===== src/rtl/pgburst_pkg.sv =====
package pgburst_pkg;

  localparam int WORD_W = 16;

  typedef enum logic [2:0] {
    ST_IDLE,
    ST_ENTER,
    ST_SETUP,
    ST_DATA,
    ST_CONF,
    ST_WAIT,
    ST_EXIT,
    ST_ABORT
  } pg_state_e;

  localparam logic [WORD_W-1:0] CMD_OPEN   = 16'h0038;
  localparam logic [WORD_W-1:0] CMD_LOAD   = 16'h0033;
  localparam logic [WORD_W-1:0] CMD_CONF   = 16'h0029;
  localparam logic [WORD_W-1:0] CMD_CLOSE0 = 16'h0090;
  localparam logic [WORD_W-1:0] CMD_CLOSE1 = 16'h0000;
  localparam logic [WORD_W-1:0] CMD_ABORT  = 16'h00F0;

  // Address of step idx in a three-write unlocked command.
  function automatic logic [11:0] unlock_addr(input logic [1:0] idx);
    return (idx == 2'd1) ? 12'h2AA : 12'h555;
  endfunction

  // Data of step idx; the third step carries the command code.
  function automatic logic [WORD_W-1:0] unlock_data(input logic [1:0] idx,
                                                    input logic [WORD_W-1:0] code);
    case (idx)
      2'd0:    return 16'h00AA;
      2'd1:    return 16'h0055;
      default: return code;
    endcase
  endfunction

  // Data of step idx in the two-write close pair.
  function automatic logic [WORD_W-1:0] close_data(input logic [1:0] idx);
    return (idx == 2'd0) ? CMD_CLOSE0 : CMD_CLOSE1;
  endfunction

endpackage


===== src/rtl/pgburst_tmo.sv =====
module pgburst_tmo #(
  parameter int TMO_W = 16
) (
  input  logic             clk,
  input  logic             rst_n,
  input  logic             clr,
  input  logic             en,
  input  logic [TMO_W-1:0] limit,
  output logic             expired
);

  logic [TMO_W-1:0] cnt;

  always_ff @(posedge clk or negedge rst_n) begin
    if (!rst_n)   cnt <= '0;
    else if (clr) cnt <= '0;
    else if (en)  cnt <= cnt + 1'b1;
  end

  assign expired = (cnt == limit);

  AST_CNT_BELOW_LIMIT: assert property (@(posedge clk) disable iff (!rst_n)
    (en && !clr) |-> (cnt < limit));

endmodule


===== src/rtl/pgburst_busdrv.sv =====
module pgburst_busdrv #(
  parameter int ADDR_W = 24,
  parameter int DATA_W = 16
) (
  input  logic              clk,
  input  logic              rst_n,
  input  logic              wr_req,
  input  logic [ADDR_W-1:0] wr_addr,
  input  logic [DATA_W-1:0] wr_data,
  output logic              bus_we,
  output logic [ADDR_W-1:0] bus_addr,
  output logic [DATA_W-1:0] bus_data
);

  always_ff @(posedge clk or negedge rst_n) begin
    if (!rst_n) begin
      bus_we   <= 1'b0;
      bus_addr <= '0;
      bus_data <= '0;
    end else begin
      bus_we <= wr_req;
      if (wr_req) begin
        bus_addr <= wr_addr;
        bus_data <= wr_data;
      end
    end
  end

endmodule


===== src/rtl/pgburst_seq.sv =====
module pgburst_seq
  import pgburst_pkg::*;
#(
  parameter int ADDR_W = 24,
  parameter int PAGE_W = 8,
  parameter int TMO_W  = 16
) (
  input  logic              clk,
  input  logic              rst_n,
  input  logic              start,
  input  logic [ADDR_W-1:0] blk_addr,
  input  logic [TMO_W-1:0]  tmo_limit,
  input  logic [WORD_W-1:0] in_data,
  input  logic              in_valid,
  output logic              in_ready,
  output logic [ADDR_W-1:0] bus_addr,
  output logic [WORD_W-1:0] bus_data,
  output logic              bus_we,
  input  logic              bus_ready,
  output logic              busy,
  output logic              done,
  output logic              err
);

  localparam logic [PAGE_W-1:0] LAST_OFF = {PAGE_W{1'b1}};

  pg_state_e         st, st_n;
  logic [1:0]        idx, idx_n;
  logic [PAGE_W-1:0] off, off_n;
  logic [ADDR_W-1:0] ba_q, ba_n;
  logic              done_n, err_n;

  logic              wr_req;
  logic [ADDR_W-1:0] wr_addr;
  logic [WORD_W-1:0] wr_data;
  logic              tmr_clr, tmr_en, tmr_exp;

  // Named events for the checks below.
  logic aligned;
  logic data_fire;
  logic start_ok;
  logic start_bad;

  assign aligned   = (blk_addr[PAGE_W-1:0] == '0);
  assign in_ready  = (st == ST_DATA);
  assign data_fire = in_ready && in_valid;
  assign start_ok  = (st == ST_IDLE) && start && aligned;
  assign start_bad = (st == ST_IDLE) && start && !aligned;
  assign busy      = (st != ST_IDLE);

  function automatic logic [ADDR_W-1:0] page_addr(input logic [ADDR_W-1:0] base,
                                                  input logic [PAGE_W-1:0] o);
    return {base[ADDR_W-1:PAGE_W], o};
  endfunction

  function automatic logic [ADDR_W-1:0] cmd_addr(input logic [1:0] i);
    return ADDR_W'(unlock_addr(i));
  endfunction

  always_comb begin
    st_n    = st;
    idx_n   = idx;
    off_n   = off;
    ba_n    = ba_q;
    done_n  = 1'b0;
    err_n   = 1'b0;
    wr_req  = 1'b0;
    wr_addr = '0;
    wr_data = '0;
    tmr_clr = 1'b0;
    tmr_en  = 1'b0;
    case (st)
      ST_IDLE: begin
        tmr_clr = 1'b1;
        if (start_ok) begin
          ba_n  = blk_addr;
          idx_n = 2'd0;
          st_n  = ST_ENTER;
        end else if (start_bad) begin
          err_n = 1'b1;
        end
      end
      ST_ENTER: begin
        wr_req  = 1'b1;
        wr_addr = cmd_addr(idx);
        wr_data = unlock_data(idx, CMD_OPEN);
        if (idx == 2'd2) begin
          idx_n = 2'd0;
          st_n  = ST_SETUP;
        end else begin
          idx_n = idx + 2'd1;
        end
      end
      ST_SETUP: begin
        wr_req  = 1'b1;
        wr_addr = ba_q;
        wr_data = CMD_LOAD;
        off_n   = '0;
        st_n    = ST_DATA;
      end
      ST_DATA: begin
        if (data_fire) begin
          wr_req  = 1'b1;
          wr_addr = page_addr(ba_q, off);
          wr_data = in_data;
          if (off == LAST_OFF) st_n = ST_CONF;
          else                 off_n = off + 1'b1;
        end
      end
      ST_CONF: begin
        wr_req  = 1'b1;
        wr_addr = page_addr(ba_q, '0);
        wr_data = CMD_CONF;
        tmr_clr = 1'b1;
        st_n    = ST_WAIT;
      end
      ST_WAIT: begin
        if (bus_ready) begin
          idx_n = 2'd0;
          st_n  = ST_EXIT;
        end else if (tmr_exp) begin
          idx_n = 2'd0;
          st_n  = ST_ABORT;
        end else begin
          tmr_en = 1'b1;
        end
      end
      ST_EXIT: begin
        wr_req  = 1'b1;
        wr_addr = ba_q;
        wr_data = close_data(idx);
        if (idx == 2'd1) begin
          done_n = 1'b1;
          st_n   = ST_IDLE;
        end else begin
          idx_n = 2'd1;
        end
      end
      ST_ABORT: begin
        wr_req  = 1'b1;
        wr_addr = cmd_addr(idx);
        wr_data = unlock_data(idx, CMD_ABORT);
        if (idx == 2'd2) begin
          err_n = 1'b1;
          st_n  = ST_IDLE;
        end else begin
          idx_n = idx + 2'd1;
        end
      end
      default: st_n = ST_IDLE;
    endcase
  end

  always_ff @(posedge clk or negedge rst_n) begin
    if (!rst_n) begin
      st   <= ST_IDLE;
      idx  <= '0;
      off  <= '0;
      ba_q <= '0;
      done <= 1'b0;
      err  <= 1'b0;
    end else begin
      st   <= st_n;
      idx  <= idx_n;
      off  <= off_n;
      ba_q <= ba_n;
      done <= done_n;
      err  <= err_n;
    end
  end

  pgburst_tmo #(.TMO_W(TMO_W)) u_tmo (
    .clk     (clk),
    .rst_n   (rst_n),
    .clr     (tmr_clr),
    .en      (tmr_en),
    .limit   (tmo_limit),
    .expired (tmr_exp)
  );

  pgburst_busdrv #(.ADDR_W(ADDR_W), .DATA_W(WORD_W)) u_bus (
    .clk      (clk),
    .rst_n    (rst_n),
    .wr_req   (wr_req),
    .wr_addr  (wr_addr),
    .wr_data  (wr_data),
    .bus_we   (bus_we),
    .bus_addr (bus_addr),
    .bus_data (bus_data)
  );

  AST_FIRST_UNLOCK: assert property (@(posedge clk) disable iff (!rst_n)
    start_ok |=> ##1 (bus_we && bus_data == 16'h00AA));

  AST_NO_WRITE_WITHOUT_DATA: assert property (@(posedge clk) disable iff (!rst_n)
    (st == ST_DATA && !in_valid) |=> !bus_we);

  AST_OFFSET_HOLDS_ON_STALL: assert property (@(posedge clk) disable iff (!rst_n)
    (st == ST_DATA && !in_valid) |=> $stable(off));

  AST_PAGE_HIGH_BITS: assert property (@(posedge clk) disable iff (!rst_n)
    data_fire |=> (bus_addr[ADDR_W-1:PAGE_W] == ba_q[ADDR_W-1:PAGE_W]));

  AST_EXIT_AFTER_READY: assert property (@(posedge clk) disable iff (!rst_n)
    (st == ST_WAIT && bus_ready) |=> ##1 (bus_we && bus_data == 16'h0090));

  AST_ABORT_AFTER_TIMEOUT: assert property (@(posedge clk) disable iff (!rst_n)
    (st == ST_WAIT && !bus_ready && tmr_exp) |=> ##1 (bus_we && bus_data == 16'h00AA));

  AST_DONE_ERR_EXCLUSIVE: assert property (@(posedge clk) disable iff (!rst_n)
    !(done && err));

  AST_REJECT_QUIET: assert property (@(posedge clk) disable iff (!rst_n)
    start_bad |=> (err && !bus_we && !busy));

  AST_READY_ONLY_IN_DATA: assert property (@(posedge clk) disable iff (!rst_n)
    in_ready |-> (busy && !done && !err));

endmodule


===== config.mk =====
export PLATFORM = sky130hd
export DESIGN_NAME = pgburst_seq
export DESIGN_NICKNAME = d
export VERILOG_FILES = /design/src/rtl/pgburst_pkg.sv /design/src/rtl/pgburst_tmo.sv /design/src/rtl/pgburst_busdrv.sv /design/src/rtl/pgburst_seq.sv
export SDC_FILE = /design/constraint.sdc
export NUM_CORES = 1
export LEC_CHECK = 0
export BUFFER_PORTS_ARGS = -buffer_cell sky130_fd_sc_hd__buf_2
export CAP_MARGIN = 20
export CELL_PAD_IN_SITES_DETAIL_PLACEMENT = 2
export CELL_PAD_IN_SITES_GLOBAL_PLACEMENT = 2
export CORE_MARGIN = 3
export CORE_UTILIZATION = 34
export DETAILED_ROUTE_END_ITERATION = 10
export GPL_ROUTABILITY_DRIVEN = 0
export GPL_TIMING_DRIVEN = 0
export PLACE_DENSITY_LB_ADDON = 0.1
export SYNTH_ARGS = -nofsm -noshare
export SYNTH_HDL_FRONTEND = slang
export SYNTH_SLANG_ARGS = --single-unit

===== constraint.sdc =====
create_clock -name clk -period 2.4 [get_ports clk]
set_input_delay 0.48 -clock clk [delete_from_list [all_inputs] [get_ports clk]]
set_output_delay 0.48 -clock clk [all_outputs]
set_load 0.05 [all_outputs]

==> metrics.csv <==
metric;value;unit
status;completed;
antenna cells;0;
Total GRT Usage;20.5;%
syn_nets;495;
maximum buffer depth of the clock tree;2;
Switching Fraction;31.1;%
final setup violation count;0;
RSZ-0062 raised after global routing;no;
Std-Cell Rows;42;
DIE WIDTH;123;µm
total gr overflow;0;
Final HPWL DP;10.9;mm
Post-synth EDFFs;0;
post-synth cell types;56;
ys async rst share;100;%
PD cells;673;mW/mm²
DP Area;0.00545;mm²
via count;3906;
commonest non-fill, non-tap cells in the layout;110 x buf_2, 96 x dfrtp_1, 44 x nand2_1;
largest family of logic cells by synthesized area;compound AO/OA/AOI/OAI gates;
multi-input logic area;0.00209;mm²
IO Pins;106;
post-synthesis mux area share;6.63;%
# Max-Cap Violations;0;
drt drc;0;
CP Max Fanout;10;
min Tclk post-route;2290;ps
Iter 0 DRT Violations;217;
P_sw;1.21;mW
Synth Area in Adders;1.87;%
Fmax achieved;436;MHz
worst path arrival time;1810;ps
Starting Density;35.1;%
kind of critical path;reg -> out;
prevailing post-synth register cell;dfrtp_1;
compound-gate portion of the synthesized area;16.1;%
layout cells sized above 1;30.3;%
register area;0.00240;mm²
PortBufs;104;
CTS tree;done;
final slew viol count;0;
Post-CTS Hold Fix Bufs;0;
worst min-delay path class;in -> async;
vias in the first global route;4319;
Clk pin slew, worst setup/hold paths;70;ps
Layout Nets;611;
Final Cell Area;0.00577;mm²
Clk network pwr share;36.2;%
part of the power in registers;47.3;%
netlist area before placement;0.00468;mm²
CTS sink cnt;96;
drt wl/cell;20.2;µm
Post-Synth Simple-Gate Area;15.6;%
P_int;2.68;mW
Worst-Margin Slew;894;ps
clk_skew;7.13;ps
Leak;2.80;nW
Gate power share;16.5;%
drt total wl;14.6;mm
period utilisation layout;95.5;%
via-per-instance ratio;5.40;
post-layout util;43.3;%
post-route total power;3.89;mW
Seq/Total Area, Yosys;51.3;%
first-pass GRT wire length;24.0;mm
leading cell type in the layout, fill and taps excluded;buf_2;
CP required;1920;ps
mean area per synthesized cell;11.0;µm²
worst vdd ir;321;µV
pin count of the biggest net entering global routing;56;
Die H;123;µm
post-synthesis instance total;427;
Final Hold Fails;0;
clock buffers created by TritonCTS;9;
startpoint types;register;
root buf cell;clkbuf_16;
Clock Latency Late Sink;350;ps
# H-tree levels;3;
Ys Warns;0;
setup TNS;0;ps
#FFs+latches synth;96;
Final ANT Viol Nets;0;
fill cell count;1449;
Core Box Area;0.0133;mm²
Pre-Repair DR Iteration Count;5;
crit path capture type;primary output;
DIE AREA;0.0152;mm²
Layout area overhead;23.4;%
initial antenna violation count;1;
Worst slew margin;40.3;%
Post-Synth XOR/XNOR Area;4.30;%
[path summary, 6_finish.rpt]
kind                                    from            endpoint  slack [ps]  depth (start not counted)
hold reg to reg            u_bus.bus_addr[0]   u_bus.bus_addr[0]         480                          2
hold / removal                         rst_n  u_bus.bus_addr[22]         130                          1
setup / recovery                       st[0]                busy         110                          5
max in group asynchronous              rst_n               st[2]        1580                          2
setup reg to reg                u_tmo.cnt[6]               st[1]         240                          6
min in group clk                 in_data[11]  u_bus.bus_data[11]         360                          2
[worst max-delay path, stage by stage (launching register included)]
cell,delay (ps)
dfrtp_1,360
buf_4,180
buf_4,180
buf_4,190
or3_1,350
buf_4,200
[cell type report]
type                       instances  share of cell area [%]
inverter                          21                    1.37
timing repair buffer             106                    9.67
buffer                            22                    2.25
multi-input combinational        287                    36.3
clock buffer                      10                    4.14
clock inverter                     6                   0.867
tap                              176                    3.81
sequential                        96                    41.6
[layer usage]
layer / share of wire (%) / GRT usage [%]
met1: 45 / 27.8
met2: 49 / 33.6
met3: 3.9 / 3.11
met4: 1.9 / 6.92
met5: 0.075 / 0
[synth_stat cells (2+ instances only)]
cell	number	share of area, %
and3_1	3	0.40
clkbuf_1	10	0.80
o31ai_1	8	1.3
o311ai_0	2	0.37
a21oi_1	23	2.5
nor4b_4	2	1.0
ha_1	7	1.9
or3_1	4	0.53
nand3_1	9	0.96
a222oi_1	8	1.7
dfrtp_1	96	51
and2_1	7	0.94
nand2b_1	3	0.40
inv_1	20	1.6
nor4_1	2	0.27
nor3_1	6	0.64
nor3b_1	2	0.32
a22o_1	21	3.9
xnor2_1	22	4.1
o41ai_1	2	0.37
mux2_4	16	5.1
nor2b_1	5	0.67
or4_1	7	1.1
o211ai_1	3	0.48
a221o_1	3	0.64
o21ai_0	16	1.7
buf_2	9	0.96
nand2_1	45	3.6
mux2i_1	7	1.5
nor2_1	16	1.3
o22ai_1	4	0.53
nand4_1	10	1.3
a221oi_1	5	0.94
buf_6	2	0.48
[power by group through the flow]
stage,Combinational (mW),Clock (mW),Sequential (mW)
detailed placement,0.650,0,1.87
global placement,0.624,0,1.86
finish,0.642,1.41,1.84
floorplan,0.207,0,2.06
CTS,0.654,1.46,1.84
global route,0.700,1.53,1.86
[cell families after synthesis]
kind of cell | after synthesis
simple gates | 129
compound gates | 105
flops | 96
buf+inv | 44
xor+xnor | 23
mux | 23
fa+ha+maj | 7
[state kept, by name, summed over array words and instances, names as in the netlist]
signal and cells:
ba_q 24, done 1, err 1, idx 2, off 8, st 3
u_bus.bus_addr 24, u_bus.bus_data 16, u_bus.bus_we 1, u_tmo.cnt 16
[metrics by stage]
stage / std cells / hold WS, ps / setup WS (ps)
after floorplan: 427 / 184 / 395
after global placement: 707 / 461 / -192
after detailed placement: 708 / 470 / 3.58
after CTS: 724 / 145 / 11.2
after global routing: 724 / 171 / 19.8
final: 724 / 128 / 108
[repair_timing]
item,CTS,global route
endpoints found under the hold margin,0,0
gates cloned,0,0
setup endpoints to repair,1,16
resized for setup,9,11
buffers inserted,0,0
No activity file was read; power rests on OpenSTA's default activity.
